==> config.mk <==
export PLATFORM = sky130hd
export DESIGN_NAME = twi_regport
export DESIGN_NICKNAME = d
export VERILOG_FILES = /design/src/rtl/twi_pkg.sv /design/src/rtl/twi_bus_events.sv /design/src/rtl/twi_reg_bank.sv /design/src/rtl/twi_slave_engine.sv /design/src/rtl/twi_regport.sv
export SDC_FILE = /design/constraint.sdc
export NUM_CORES = 1
export LEC_CHECK = 0
export BUFFER_PORTS_ARGS = -buffer_cell sky130_fd_sc_hd__buf_2
export CORE_MARGIN = 3
export CORE_UTILIZATION = 64
export CTS_CLUSTER_DIAMETER = 30
export DETAILED_ROUTE_END_ITERATION = 10
export PLACE_DENSITY = 0.8
export SYNTH_ARGS = -nofsm -noshare
export SYNTH_HDL_FRONTEND = slang
export SYNTH_HIERARCHICAL = 1
export SYNTH_SLANG_ARGS = --single-unit
==> constraint.sdc <==
create_clock -name clk -period 2.5 [get_ports clk]
set_clock_uncertainty 0.15 [all_clocks]
set_input_delay 0.5 -clock clk [delete_from_list [all_inputs] [get_ports clk]]
set_output_delay 0.5 -clock clk [all_outputs]
set_load 0.005 [all_outputs]
==> src/rtl/twi_pkg.sv <==
package twi_pkg;
  localparam int BYTE_W = 8;
  localparam int BIT_CW = $clog2(BYTE_W);

  typedef enum logic [2:0] {
    ST_IDLE,
    ST_DEVADDR,
    ST_REGADDR,
    ST_WDATA,
    ST_ACK,
    ST_RDATA,
    ST_RACK,
    ST_IGNORE
  } twi_state_e;
endpackage

==> src/rtl/twi_bus_events.sv <==
module twi_bus_events (
  input  logic clk,
  input  logic rst_n,
  input  logic scl_i,
  input  logic sda_i,
  output logic scl_rise_o,
  output logic scl_fall_o,
  output logic start_o,
  output logic stop_o
);
  logic scl_q, sda_q;

  always_ff @(posedge clk or negedge rst_n) begin
    if (!rst_n) begin
      scl_q <= 1'b1;
      sda_q <= 1'b1;
    end else begin
      scl_q <= scl_i;
      sda_q <= sda_i;
    end
  end

  // SDA moving while SCL stays high is a bus condition, never data
  assign scl_rise_o = scl_i & ~scl_q;
  assign scl_fall_o = ~scl_i & scl_q;
  assign start_o    = scl_i & scl_q & sda_q & ~sda_i;
  assign stop_o     = scl_i & scl_q & ~sda_q & sda_i;
endmodule

==> src/rtl/twi_reg_bank.sv <==
module twi_reg_bank #(
  parameter int NUM_REGS = 26,
  parameter int DATA_W   = 8,
  parameter int ADDR_W   = 5
) (
  input  logic              clk,
  input  logic              rst_n,
  input  logic              wr_en_i,
  input  logic [ADDR_W-1:0] wr_addr_i,
  input  logic [DATA_W-1:0] wr_data_i,
  input  logic [ADDR_W-1:0] rd_addr_a_i,
  output logic [DATA_W-1:0] rd_data_a_o,
  input  logic [ADDR_W-1:0] rd_addr_b_i,
  output logic [DATA_W-1:0] rd_data_b_o
);
  logic [DATA_W-1:0] regs [NUM_REGS];

  for (genvar g = 0; g < NUM_REGS; g++) begin : g_reg
    always_ff @(posedge clk or negedge rst_n) begin
      if (!rst_n)
        regs[g] <= '0;
      else if (wr_en_i && int'(wr_addr_i) == g)
        regs[g] <= wr_data_i;
    end
  end

  assign rd_data_a_o = (int'(rd_addr_a_i) < NUM_REGS) ? regs[rd_addr_a_i] : '0;
  assign rd_data_b_o = (int'(rd_addr_b_i) < NUM_REGS) ? regs[rd_addr_b_i] : '0;
endmodule

==> src/rtl/twi_slave_engine.sv <==
module twi_slave_engine
  import twi_pkg::*;
#(
  parameter int          TOP_REG = 25,
  parameter int          ADDR_W  = 5,
  parameter logic [5:0]  DEV_HI  = 6'b100110
) (
  input  logic              clk,
  input  logic              rst_n,
  input  logic              scl_rise_i,
  input  logic              scl_fall_i,
  input  logic              start_i,
  input  logic              stop_i,
  input  logic              sda_i,
  input  logic              strap_i,
  input  logic [BYTE_W-1:0] rd_data_i,
  output logic              sda_low_o,
  output logic              wr_en_o,
  output logic [ADDR_W-1:0] wr_addr_o,
  output logic [BYTE_W-1:0] wr_data_o,
  output logic [ADDR_W-1:0] ptr_o
);
  twi_state_e        state, after_ack;
  logic [BIT_CW-1:0] cnt;
  logic              full, more;
  logic [BYTE_W-1:0] sh;
  logic [BYTE_W-2:0] tx;
  logic [ADDR_W-1:0] ptr;

  function automatic logic [ADDR_W-1:0] sat_inc(input logic [ADDR_W-1:0] p);
    return (p == ADDR_W'(TOP_REG)) ? p : p + 1'b1;
  endfunction

  always_ff @(posedge clk or negedge rst_n) begin
    if (!rst_n) begin
      state     <= ST_IDLE;
      after_ack <= ST_IDLE;
      cnt       <= '0;
      full      <= 1'b0;
      more      <= 1'b0;
      sh        <= '0;
      tx        <= '0;
      ptr       <= '0;
      sda_low_o <= 1'b0;
      wr_en_o   <= 1'b0;
      wr_addr_o <= '0;
      wr_data_o <= '0;
    end else begin
      wr_en_o <= 1'b0;
      if (start_i) begin
        state     <= ST_DEVADDR;
        cnt       <= '0;
        full      <= 1'b0;
        sda_low_o <= 1'b0;
      end else if (stop_i) begin
        state     <= ST_IDLE;
        full      <= 1'b0;
        sda_low_o <= 1'b0;
      end else begin
        case (state)
          ST_DEVADDR, ST_REGADDR, ST_WDATA: begin
            if (scl_rise_i) begin
              sh  <= {sh[BYTE_W-2:0], sda_i};
              cnt <= cnt + 1'b1;
              if (cnt == BIT_CW'(BYTE_W - 1)) full <= 1'b1;
            end else if (scl_fall_i && full) begin
              full  <= 1'b0;
              cnt   <= '0;
              state <= ST_ACK;
              if (state == ST_DEVADDR) begin
                if (sh[BYTE_W-1:1] == {DEV_HI, strap_i}) begin
                  sda_low_o <= 1'b1;
                  after_ack <= sh[0] ? ST_RDATA : ST_REGADDR;
                end else begin
                  state <= ST_IGNORE;
                end
              end else if (state == ST_REGADDR) begin
                if (sh <= BYTE_W'(TOP_REG)) begin
                  ptr       <= sh[ADDR_W-1:0];
                  sda_low_o <= 1'b1;
                  after_ack <= ST_WDATA;
                end else begin
                  state <= ST_IGNORE;
                end
              end else begin
                wr_en_o   <= 1'b1;
                wr_addr_o <= ptr;
                wr_data_o <= sh;
                ptr       <= sat_inc(ptr);
                sda_low_o <= 1'b1;
                after_ack <= ST_WDATA;
              end
            end
          end
          ST_ACK: begin
            if (scl_fall_i) begin
              state <= after_ack;
              if (after_ack == ST_RDATA) begin
                tx        <= rd_data_i[BYTE_W-2:0];
                sda_low_o <= ~rd_data_i[BYTE_W-1];
                ptr       <= sat_inc(ptr);
                cnt       <= '0;
              end else begin
                sda_low_o <= 1'b0;
              end
            end
          end
          ST_RDATA: begin
            if (scl_rise_i) begin
              cnt <= cnt + 1'b1;
              if (cnt == BIT_CW'(BYTE_W - 1)) full <= 1'b1;
            end else if (scl_fall_i) begin
              if (full) begin
                full      <= 1'b0;
                sda_low_o <= 1'b0;
                state     <= ST_RACK;
              end else begin
                sda_low_o <= ~tx[BYTE_W-2];
                tx        <= {tx[BYTE_W-3:0], 1'b0};
              end
            end
          end
          ST_RACK: begin
            if (scl_rise_i) begin
              more <= ~sda_i;
            end else if (scl_fall_i) begin
              if (more) begin
                tx        <= rd_data_i[BYTE_W-2:0];
                sda_low_o <= ~rd_data_i[BYTE_W-1];
                ptr       <= sat_inc(ptr);
                cnt       <= '0;
                state     <= ST_RDATA;
              end else begin
                state <= ST_IGNORE;
              end
            end
          end
          default: ;
        endcase
      end
    end
  end

  assign ptr_o = ptr;
endmodule

==> src/rtl/twi_regport.sv <==
module twi_regport
  import twi_pkg::*;
#(
  parameter int         NUM_REGS    = 26,
  parameter logic [5:0] DEV_ADDR_HI = 6'b100110,
  localparam int        ADDR_W      = $clog2(NUM_REGS)
) (
  input  logic              clk,
  input  logic              rst_n,
  input  logic              scl_i,
  input  logic              sda_i,
  output logic              sda_pull_low_o,
  input  logic              addr_strap_i,
  input  logic [ADDR_W-1:0] host_raddr_i,
  output logic [BYTE_W-1:0] host_rdata_o
);
  localparam int TOP_REG = NUM_REGS - 1;

  logic              ev_rise, ev_fall, ev_start, ev_stop;
  logic              wr_en;
  logic [ADDR_W-1:0] wr_addr, ptr;
  logic [BYTE_W-1:0] wr_data, ptr_data;

  twi_bus_events u_events (
    .clk        (clk),
    .rst_n      (rst_n),
    .scl_i      (scl_i),
    .sda_i      (sda_i),
    .scl_rise_o (ev_rise),
    .scl_fall_o (ev_fall),
    .start_o    (ev_start),
    .stop_o     (ev_stop)
  );

  twi_slave_engine #(
    .TOP_REG (TOP_REG),
    .ADDR_W  (ADDR_W),
    .DEV_HI  (DEV_ADDR_HI)
  ) u_engine (
    .clk        (clk),
    .rst_n      (rst_n),
    .scl_rise_i (ev_rise),
    .scl_fall_i (ev_fall),
    .start_i    (ev_start),
    .stop_i     (ev_stop),
    .sda_i      (sda_i),
    .strap_i    (addr_strap_i),
    .rd_data_i  (ptr_data),
    .sda_low_o  (sda_pull_low_o),
    .wr_en_o    (wr_en),
    .wr_addr_o  (wr_addr),
    .wr_data_o  (wr_data),
    .ptr_o      (ptr)
  );

  twi_reg_bank #(
    .NUM_REGS (NUM_REGS),
    .DATA_W   (BYTE_W),
    .ADDR_W   (ADDR_W)
  ) u_bank (
    .clk         (clk),
    .rst_n       (rst_n),
    .wr_en_i     (wr_en),
    .wr_addr_i   (wr_addr),
    .wr_data_i   (wr_data),
    .rd_addr_a_i (ptr),
    .rd_data_a_o (ptr_data),
    .rd_addr_b_i (host_raddr_i),
    .rd_data_b_o (host_rdata_o)
  );
endmodule

==> results.yml <==
flow_run:
  cap_violations: 0
synthesis:
  async_flop_share_pct: 100
  yosysUniqueCellTypes: 77
  ys_seq_elements: 256
  synth_area_per_cell_um2: 12.6
  synthCells: 1127
  synth_area_mm2: 0.0142
  synth_nets: 1141
  synthFlopType: "dfrtp_1"
  synth_edf_count: 0
  yosys_warnings: 6
  ys_seq_area_share_pct: 45.2
timing:
  fin_crit_ns: 2.73
  hold_viol: 0
  rsz0062_at_grt: "yes"
  period_share_pct: 109
  fin_ws_ns: -0.233
  max_freq_mhz: 366
  slew_headroom_pct: 28.2
  finalSetupViolCount: 8
  slew_violations: 0
  tightest_slew_ns: 1.08
critical_path:
  critPathKind: "flop to output pin"
  crit_path_end_kind: "output pin"
  arrival_ns: 2.08
  path_max_fanout: 2
  cp-start-kind: "flop"
  critPathRequiredTime_ns: 1.85
drt:
  vias: 11125
  drc_errors: 0
  drtPass1Iterations: 8
  via_per_inst: 7.03
  drt_wl_total_um: 44200
  drt_first_iter_violations: 1433
  antenna_left: 0
  wl_per_cell_um: 27.9
floorplanning:
  die_h_um: 155
  initial_core_util_pct: 66.2
  core-area_mm2: 0.0214
  die_area_mm2: 0.0240
  die_width_um: 155
  io_pins: 19
  rows: 53
status:
  violations: "negative setup slack"
  status: "complete, but fails checks"
power_and_ir_drop:
  p_sw_share_pct: 23.5
  p_per_area_mw_per_mm2: 670
  leakage_nw: 8.10
  pwr-share-clk_pct: 57.8
  p_switching_mw: 2.73
  peakVddDrop_mv: 0.519
  power_frac_seq_pct: 37.2
  combPwrFrac_pct: 5.0
  p_int_mw: 8.88
final_layout:
  diodes: 0
  final_cell_mix: "248 x dfrtp_1, 229 x mux2_2, 122 x buf_4"
  fin_util_pct: 81.0
  fin_area_mm2: 0.0173
  final_common_cell: "dfrtp_1"
  num-nets-final: 1282
  syn2layout_area_growth_pct: 22.3
  final_layout_size_suffix_gt1_share_pct: 43.5
cts:
  clk_pin_slew_ns: 0.05
  cts_inserted_buffers: 53
  cts_tree: "yes"
  clockBufferDepth: 3
  cts.sinks: 256
  htreeDepth: 2
  clockRootBuffer: "clkbuf_16"
  clk_latency_ns: 0.55
placed_design:
  port_buffers: 18
  gp_congestion: 0.980
  hpwlAfterDp_um: 28300
  post-place-ws_ns: -0.163
  placedInstanceArea_mm2: 0.0153
grt:
  antenna_found_initial: 1
  grt.overflow.total: 0
  grt_pass1_vias: 11495
  grt_usage_pct: 36.2
  grt_pass1_wl_um: 67100
  grt_max_degree: 66
worst_hold_path:
  min_path_type: "flop to flop"
==> area by class of cell <==
class / instances / area, um^2
clock inverters: 30 / 273
fillers: 1137 / 4080
flip-flops and latches: 256 / 6420
well taps: 275 / 344
inverters: 10 / 37.5
multi-input cells: 787 / 7430
clock buffers: 65 / 1450
repair buffers: 160 / 1390
==> registers in the layout, indices dropped and copies added (netlist names) <==
signal              count
u_bank/regs           208
u_engine/sh             8
u_engine/wr_data_o      8
u_engine/tx             7
u_engine/ptr_o          5
u_engine/wr_addr_o      5
u_engine/after_ack      3
u_engine/cnt            3
u_engine/state          3
u_engine/full           1
u_engine/more           1
u_engine/sda_low_o      1
u_engine/wr_en_o        1
u_events/scl_q          1
u_events/sda_q          1
==> cell usage after synthesis (all sizes together), types with 3 or more instances <==
| master | instances | share of area, % |
|---|---|---|
| nand3 | 24 | 0.88 |
| nand3b | 3 | 0.16 |
| mux2i | 100 | 7.1 |
| a311oi | 3 | 0.23 |
| buf | 40 | 2.0 |
| a31oi | 7 | 0.31 |
| a211oi | 11 | 0.62 |
| nand2b | 16 | 0.76 |
| o2bb2ai | 3 | 0.19 |
| ha | 4 | 0.35 |
| o32ai | 4 | 0.25 |
| a21oi | 13 | 0.46 |
| a22oi | 17 | 0.90 |
| clkbuf | 34 | 0.91 |
| inv | 10 | 0.26 |
| nor4 | 5 | 0.43 |
| a2111oi | 3 | 0.19 |
| mux4 | 55 | 9.2 |
| nor3b | 6 | 0.39 |
| mux2 | 233 | 19 |
| nand4b | 6 | 0.41 |
| o21ai | 23 | 0.81 |
| nor3 | 18 | 0.74 |
| dfrtp | 254 | 45 |
| nor2 | 32 | 0.99 |
| nand4 | 22 | 0.97 |
| nand2 | 111 | 3.0 |
| o22ai | 4 | 0.18 |
| a32oi | 3 | 0.19 |
| nor2b | 24 | 1.1 |
| o211ai | 6 | 0.32 |
| and4b | 3 | 0.21 |
==> power groups by stage <==
stage	logic, mW	registers [mW]	clock network, mW
floorplan	0.284	4.35	0
global placement	0.533	4.38	0
detailed placement	0.546	4.38	0
CTS	0.567	4.32	6.73
global route	0.623	4.33	6.95
finish	0.579	4.32	6.71
==> per-stage QoR <==
step / instances / total power [mW] / TNS, ns / hold WS, ns
finish: 1583 / 11.6 / -1.10 / 0.336
global route: 1583 / 11.9 / -1.39 / 0.356
CTS: 1573 / 11.6 / -0.980 / 0.336
detailed placement: 1462 / 4.93 / -0.760 / 0.327
global placement: 1462 / 4.91 / -0.681 / 0.317
floorplan: 1127 / 4.63 / 0 / 0.0544
==> critical path, stage by stage, from the launching register on <==
cell and delay, ns:
dfrtp_1 0.43, mux4_2 0.47, mux2_4 0.26, nand2_1 0.06, nand4_1 0.15, buf_2 0.17
==> routing by layer <==
metal / GRT usage (%) / vias to the layer above / wire [um]
li1: - / 4538 / -
met2: 55.3 / 775 / 20000
met1: 47.2 / 5586 / 16400
met3: 11.3 / 226 / 5140
met4: 18.3 / 0 / 2690
met5: 0 / - / 0
==> path summary, 6_finish.rpt <==
path / depth (start not counted) / end / slack [ns] / startpoint
min in group asynchronous: 2 / u_engine/cnt[2]$_DFFE_PN0P_ / 0.38 / rst_n
worst min-delay path: 2 / u_engine/tx[1]$_DFFE_PN0P_ / 0.34 / u_engine/tx[1]$_DFFE_PN0P_
worst min register to register: 2 / u_engine/tx[1]$_DFFE_PN0P_ / 0.34 / u_engine/tx[1]$_DFFE_PN0P_
worst max register to register: 8 / u_engine/tx[1]$_DFFE_PN0P_ / 0.06 / u_engine/ptr_o[0]$_DFFE_PN0P_
worst max-delay path: 5 / host_rdata_o[4] / -0.23 / u_bank/regs[92]$_DFFE_PN0P_
max in group asynchronous: 3 / u_bank/regs[157]$_DFFE_PN0P_ / 1.15 / rst_n
==> timing repair <==
action                                  in CTS  in global routing
hold buffers                                 3                  0
buffers inserted                            13                 10
endpoints found under the hold margin       57                  0
endpoints found under the setup margin       8                 17
pin swaps                                    9                  4
resized for setup                           10                 19
==> logic make-up after synthesis <==
kind of cell | Yosys count | share of synthesized area, %
DFF | 256 | 45.2
xor gates and xnor gates | 1 | 0.0618
adders and majority gates | 4 | 0.353
AOI/OAI and AO/OA | 111 | 5.53
muxes | 388 | 34.7
buffers and inverters | 84 | 3.19
and+or+nand+nor | 283 | 10.9
Power figures use the tool's default switching activity.
